$ cat src/rtl/fsup_pkg.sv
package fsup_pkg;
    localparam int unsigned CH_DEFAULT = 8;

    function automatic int unsigned cnt_bits(input int unsigned limit);
        return (limit < 2) ? 1 : $clog2(limit + 1);
    endfunction
endpackage

$ cat src/rtl/fsup_filt.sv
module fsup_filt #(
    parameter int unsigned LIMIT = 4
) (
    input  logic clk,
    input  logic rst_n,
    input  logic clr,
    input  logic raw,
    output logic hit
);
    localparam int unsigned W = fsup_pkg::cnt_bits(LIMIT);
    localparam logic [W-1:0] LIM = W'(LIMIT);

    logic [W-1:0] cnt_d, cnt_q;

    always_comb begin
        cnt_d = cnt_q;
        if (clr || !raw) begin
            cnt_d = '0;
        end else if (cnt_q != LIM) begin
            cnt_d = cnt_q + W'(1);
        end
    end

    always_ff @(posedge clk or negedge rst_n) begin
        if (!rst_n) cnt_q <= '0;
        else        cnt_q <= cnt_d;
    end

    assign hit = (cnt_q == LIM);

    // a dropped fault restarts the filter
    assert_restart_R2: assert property (@(posedge clk) disable iff (!rst_n)
        !raw |=> !hit);
    // kill empties the filter
    assert_clr_empty_R8: assert property (@(posedge clk) disable iff (!rst_n)
        clr |=> !hit);
endmodule

$ cat src/rtl/fsup_bank.sv
module fsup_bank #(
    parameter int unsigned N_CH  = 8,
    parameter int unsigned LIMIT = 4
) (
    input  logic            clk,
    input  logic            rst_n,
    input  logic            clr,
    input  logic [N_CH-1:0] raw,
    output logic [N_CH-1:0] hit
);
    for (genvar i = 0; i < N_CH; i++) begin : g_ch
        fsup_filt #(.LIMIT(LIMIT)) i_filt (
            .clk  (clk),
            .rst_n(rst_n),
            .clr  (clr),
            .raw  (raw[i]),
            .hit  (hit[i])
        );
    end
endmodule

$ cat src/rtl/chan_fault_guard.sv
module chan_fault_guard #(
    parameter int unsigned N_CH     = fsup_pkg::CH_DEFAULT,
    parameter int unsigned FILT_CYC = 4,
    parameter int unsigned TRIP_CYC = 12
) (
    input  logic            clk,
    input  logic            rst_n,
    input  logic            kill_all,
    input  logic [N_CH-1:0] cmd_bits,
    input  logic [N_CH-1:0] oc_raw,
    input  logic [N_CH-1:0] ol_raw,
    input  logic            ot_raw,
    input  logic            oc_keep_on,
    input  logic            stat_clear,
    input  logic            stat_capture,
    output logic [N_CH-1:0] gate_en,
    output logic [N_CH-1:0] stat_word,
    output logic            fault_n
);
    typedef struct packed {
        logic [N_CH-1:0] gate;
        logic [N_CH-1:0] stat;
        logic [N_CH-1:0] trip;
        logic [N_CH-1:0] snap;
    } guard_t;

    guard_t st_d, st_q;

    logic [N_CH-1:0] flt_hit;
    logic [N_CH-1:0] oc_hit;

    fsup_bank #(.N_CH(N_CH), .LIMIT(FILT_CYC)) i_flt_bank (
        .clk  (clk),
        .rst_n(rst_n),
        .clr  (kill_all),
        .raw  (oc_raw | ol_raw),
        .hit  (flt_hit)
    );

    fsup_bank #(.N_CH(N_CH), .LIMIT(TRIP_CYC)) i_trip_bank (
        .clk  (clk),
        .rst_n(rst_n),
        .clr  (kill_all),
        .raw  (oc_raw),
        .hit  (oc_hit)
    );

    always_comb begin
        st_d = st_q;
        if (kill_all) begin
            st_d = '0;
        end else begin
            st_d.stat = (stat_clear ? '0 : st_q.stat) | flt_hit;
            st_d.trip = (stat_clear ? '0 : st_q.trip) | oc_hit;
            if (stat_capture) begin
                st_d.snap = cmd_bits ^ st_q.stat;
            end
            if (ot_raw) begin
                st_d.gate = '0;
            end else if (oc_keep_on) begin
                st_d.gate = cmd_bits;
            end else begin
                st_d.gate = cmd_bits & ~st_d.trip;
            end
        end
    end

    always_ff @(posedge clk or negedge rst_n) begin
        if (!rst_n) st_q <= '0;
        else        st_q <= st_d;
    end

    assign gate_en   = st_q.gate;
    assign stat_word = st_q.snap;
    assign fault_n   = ~(|st_q.stat);

    // a qualified fault is recorded on the next edge
    assert_latch_fault_R1: assert property (@(posedge clk) disable iff (!rst_n)
        (!kill_all && (|flt_hit)) |=> ((st_q.stat & $past(flt_hit)) == $past(flt_hit)));
    // clear with nothing qualified releases the flag
    assert_clear_flag_R3: assert property (@(posedge clk) disable iff (!rst_n)
        (stat_clear && (flt_hit == '0)) |=> fault_n);
    // keep-on makes gates follow the command
    assert_keep_on_R6: assert property (@(posedge clk) disable iff (!rst_n)
        (oc_keep_on && !kill_all && !ot_raw) |=> (gate_en == $past(cmd_bits)));
    // thermal forces every gate off
    assert_thermal_off_R7: assert property (@(posedge clk) disable iff (!rst_n)
        ot_raw |=> (gate_en == '0));
    // kill forces every gate off and releases the flag
    assert_kill_off_R8: assert property (@(posedge clk) disable iff (!rst_n)
        kill_all |=> ((gate_en == '0) && fault_n));
endmodule

$ cat config.mk
export PLATFORM = sky130hd
export DESIGN_NAME = chan_fault_guard
export DESIGN_NICKNAME = d
export VERILOG_FILES = /design/src/rtl/fsup_pkg.sv /design/src/rtl/fsup_filt.sv /design/src/rtl/fsup_bank.sv /design/src/rtl/chan_fault_guard.sv
export SDC_FILE = /design/constraint.sdc
export NUM_CORES = 1
export LEC_CHECK = 0
export BUFFER_PORTS_ARGS = -buffer_cell sky130_fd_sc_hd__buf_4
export CORE_MARGIN = 5
export CORE_UTILIZATION = 43
export CTS_CLUSTER_SIZE = 20
export DETAILED_ROUTE_END_ITERATION = 7
export HOLD_SLACK_MARGIN = 0.06
export PLACE_DENSITY = 0.67
export SLEW_MARGIN = 20
export SYNTH_ARGS = -nofsm -noshare
export SYNTH_HDL_FRONTEND = slang
export SYNTH_SLANG_ARGS = --single-unit
$ cat constraint.sdc
create_clock -name clk -period 1.8 [get_ports clk]
set_clock_uncertainty 0.1 [all_clocks]
set_input_delay 0.36 -clock clk [delete_from_list [all_inputs] [get_ports clk]]
set_output_delay 0.36 -clock clk [all_outputs]
set_load 0.01 [all_outputs]
=== Word-level counts from Yosys, hierarchy flattened ===
Cells that the tools add are included.

* Output and inout bits: 17
* Bits in registers: 88
* Word-level logic and storage cells: 163
* Input bits: 31

* Bitwise operators: 7
* Equality and inequality tests: 32
* $add $sub $neg: 16
* Multiplexer cells: 38
* Reductions and logical operators: 50

{| class="wikitable"
|+ Operators by type and width
! kind !! number
|-
| 2-to-1 mux 4 bit || 16
|-
| 2-to-1 mux 3 bit || 16
|-
| 2-to-1 mux 8 bit || 5
|-
| nonzero test 2 bit || 17
|-
| adder 4 x 1 -> 4 bit, second input constant || 8
|-
| == test 4 bit, second input constant || 8
|-
| 2-to-1 mux 32 bit || 1
|-
| != test 4 bit, second input constant || 8
|-
| adder 3 x 1 -> 3 bit, second input constant || 8
|-
| == test 3 bit, second input constant || 8
|-
| != test 3 bit, second input constant || 8
|-
| bitwise OR 8 bit || 3
|-
| logical NOT 1 bit || 16
|-
| logical OR 1 bit || 16
|-
| bitwise AND 8 bit || 1
|-
| NOT 8 bit || 1
|-
| OR reduction 8 bit || 1
|-
| bitwise XOR 8 bit || 1
|-
| NOT 1 bit || 1
|}

=== Depth between registers and ports, before layout ===
* Word-level depth: 7
* Depth in mapped cells: 4
* Mapped depth without buffers: 4

=== Modules after synthesis ===
From an unflattened synthesis, not the netlist that was laid out.

* Cells, all modules: 460
* Area, all modules: 4779.6 µm²

{| class="wikitable"
|+ Modules (own cells, without submodules)
! module !! cells an instance !! area an instance (µm²) !! sequential area each (µm²) !! instances
|-
| fsup_filt (i_trip_bank.g_ch[0].i_filt ...) || 23 || 237.7 || 100.1 || 8
|-
| fsup_filt (i_flt_bank.g_ch[0].i_filt ...) || 18 || 182.7 || 75.1 || 8
|-
| chan_fault_guard || 132 || 1416.4 || 800.8 || 1
|}

=== Least setup slack after synthesis ===
No wires, ideal clock.

* Kind: register to output
* Start: register st_q[19] (netlist bit)
* End: output fault_n
* Stages on the path, launching flop included: 3
* Arrival time: 1074 ps
* Data required time: 1340 ps
* Path buffers: 0
* Slack: 266 ps
* Path through: dfrtp_1 -> or4_1 -> nor2_1

* Cells in the longest elaborated chain, start to end: 2

{| class="wikitable"
|+ Ends and longest elaborated chain
! element !! line !! source
|-
| from (decl) || chan_fault_guard.sv:27 || <nowiki>guard_t st_d, st_q;</nowiki>
|-
| from (signal assigned) || chan_fault_guard.sv:70 || <nowiki>else st_q <= st_d;</nowiki>
|-
| OR reduction 8 bit || chan_fault_guard.sv:75 || <nowiki>assign fault_n = ~(|st_q.stat);</nowiki>
|-
| NOT 1 bit || chan_fault_guard.sv:75 ||
|-
| to (decl) || chan_fault_guard.sv:18 || <nowiki>output logic fault_n</nowiki>
|}

No other way between the ends.

=== Worst setup path after layout ===
* Start: register st_q[18] (netlist bit)
* End: output fault_n

The elaborated chain is that of the path after synthesis.

==> results.tsv <==
metric	value	unit
r2r startpoint	i_trip_bank.g_ch[4].i_filt.cnt_q[0]	
CTS tree	done	
Via density	5.37	
core area	10900	µm²
crit path setup slack, layout	-0.202	ns
Post-DP HPWL	7120	µm
share of the synthesized area in the top cell type	46.0	%
initial antenna violation count	0	
RSZ-0062 raised after global routing	yes	
first-pass GRT wire length	17000	µm
layout cells sized above 1	18.8	%
Yosys top cell by area	dfrtp_1	
Worst-path clk slew	0.08	ns
Chip Width	116	µm
Power Density	774	nW/µm²
Final Hold Vio Count	0	
synth top area cells	dfrtp_1, ha_1, a21oi_1, nand2b_1, inv_1	
Wirelength per Cell	14.7	µm
antenna viol nets, final	0	
most frequent cells in the layout	dfrtp_1, buf_4, a21oi_1	
Synth Warn #	0	
Initial Util	44.0	%
Post-synth ARST share	100	%
# H-tree levels	3	
maximum VDD drop	470	µV
Synth Register Bits	88	
Detailed Routing Iterations Pass 1	4	
root buffer cell	clkbuf_8	
total clock sinks	88	
syn_area_per_cell	10.2	µm²
Data arrival, critical path	1.54	ns
Worst Max-Slew Pin Slew	0.404	ns
run status	finished, violations left	
synthesized cell area	4790	µm²
Syn Nets	531	
vias in the first global route	3559	
CTS max path bufs	2	
via count	3544	
fin crit period	2.00	ns
violated checks	setup timing	
crit end category	output pin	
DR iter-0 viols	135	
IO Port Bufs	47	
critical path type	reg2out	
crit path cell chain	or4_4 > nor2_4 > buf_6	
GR Overflow Total	0	
DRC viols	0	
required time of the worst setup path	1.34	ns
R2R setup slack	0.22	ns
n_diodes	0	
ys flop type	dfrtp_1	
Placed Cells	638	
post-synthesis sequential area ratio	46.0	%
gr usage total	15.9	%
non-filler instance count after layout	660	
Max Cap Violations	0	
Leak	2.57	nW
Final period util	111	%
Skew-Pair Late Insertion Delay	0.35	ns
most common cell after layout, fill and taps aside	dfrtp_1	
number of flops mapped to enable cells by yosys	0	
TritonCTS buffer count	9	
Critical Path Source Type	flop	
GP Congestion	0.781	
Synth cell types	35	
final setup fails	1	
NumNets Final	578	
Critical Path Max Stage Delay	0.55	ns
worst hold path type	in2reg	
total power	4.27	mW
Crit-path slowest cell	or4_4	
f_max	500	MHz
worst-path fanout max	2	
Site Rows	38	
die span in y	116	µm
Crit. Startpoint	st_q[18]	
largest net degree at the start of global routing	47	
Synth Instances	468	
Slew headroom	73.1	%
die area	13300	µm²
Min-Delay Startpoint	oc_raw[0]	
Slew Limit Fails	0	
total wire length	9720	µm
Synth-to-Final Area Change	15.4	%
io pins	48	
fill cell count	963	
## Yosys cell counts (9+ instances only)
library cell,instances
a31o_2,10
and3_1,13
ha_1,32
nand3_1,24
nor2_1,23
a21oi_1,42
buf_4,17
inv_1,35
xnor2_1,12
nand4_1,10
dfrtp_1,88
a211oi_1,16
nand3b_1,16
nand2b_1,22
nand2_1,9
## worst paths after layout
kind,to,cells after the start
min in group asynchronous,i_flt_bank.g_ch[0].i_filt.cnt_q[0],2
hold reg to reg,gate_en[3],1
setup reg to reg,i_trip_bank.g_ch[4].i_filt.cnt_q[2],4
max in group asynchronous,i_trip_bank.g_ch[3].i_filt.cnt_q[0],3
hold / removal,i_trip_bank.g_ch[0].i_filt.cnt_q[2],3
setup / recovery,fault_n,3
## cells by family (layout without fill, tap and decap cells)
family / after synthesis / in the layout / share of synthesized area, %
simple gates: 152 / 152 / 18.7
compound gates: 115 / 115 / 16.8
flops: 88 / 88 / 46.0
buf+inv: 61 / 113 / 6.37
fa+ha+maj: 32 / 32 / 8.36
xor+xnor: 12 / 12 / 2.19
mux: 8 / 8 / 1.67
## timing repair
| item | CTS | global route |
|---|---|---|
| resized for setup | 5 | 1 |
| setup buffers | 4 | 1 |
| endpoints found under the hold margin | 16 | 0 |
| hold buffers | 1 | 0 |
| endpoints found under the setup margin | 1 | 2 |
| pin swaps | 1 | 2 |
## cell type report
cell class,instances,area (µm²),share of cell area (%)
Inverter,35,131,2.38
Clock inverter,6,108,1.95
Timing Repair Buffer,62,484,8.76
Tap cell,140,175,3.17
Multi-Input combinational cell,319,2300,41.6
Sequential cell,88,2200,39.8
Clock buffer,10,128,2.31
## per-stage QoR
| step | instance area [µm²] | setup TNS (ns) | hold WS [ns] | setup WS, ns | util [%] |
|---|---|---|---|---|---|
| floorplan | 4790 | 0 | -0.0356 | 0.266 | - |
| global placement | 5220 | 0 | 0.159 | 0.0593 | 48.0 |
| detailed placement | 5220 | 0 | 0.159 | 0.0701 | 48.0 |
| CTS | 5520 | -0.225 | 0.154 | -0.225 | 50.7 |
| global route | 5530 | -0.271 | 0.156 | -0.271 | 50.8 |
| finish | 5530 | -0.202 | 0.170 | -0.202 | 50.8 |
## layer usage
| layer | global-route usage [%] | part of all wire, % | vias up | routed length [µm] |
|---|---|---|---|---|
| met5 | 0 | 0 | - | 0 |
| met3 | 3.34 | 4.2 | 6 | 410 |
| li1 | - | - | 1757 | - |
| met2 | 26.7 | 48 | 54 | 4700 |
| met1 | 21.1 | 46 | 1727 | 4510 |
| met4 | 4.23 | 0.98 | 0 | 95 |
## power by group
group / internal, mW / switching (mW) / leakage, nW
registers: 2.05 / 0.0756 / 1.19
clock network: 0.918 / 0.692 / 0.116
logic: 0.264 / 0.277 / 1.26
total: 3.23 / 1.04 / 2.57
## critical path, delay by kind of cell (launching register included)
kind	cells	cell delay (ns)
buf+inv	1	0.12
flops	1	0.38
simple gates	2	0.70
## sequential cells by signal, indices dropped and copies added, names as in the netlist
signal / count
st_q: 16
i_flt_bank.g_ch.i_filt.cnt_q: 24
gate_en: 8
i_trip_bank.g_ch.i_filt.cnt_q: 32
stat_word: 8
No activity file was read; power rests on OpenSTA's default activity.
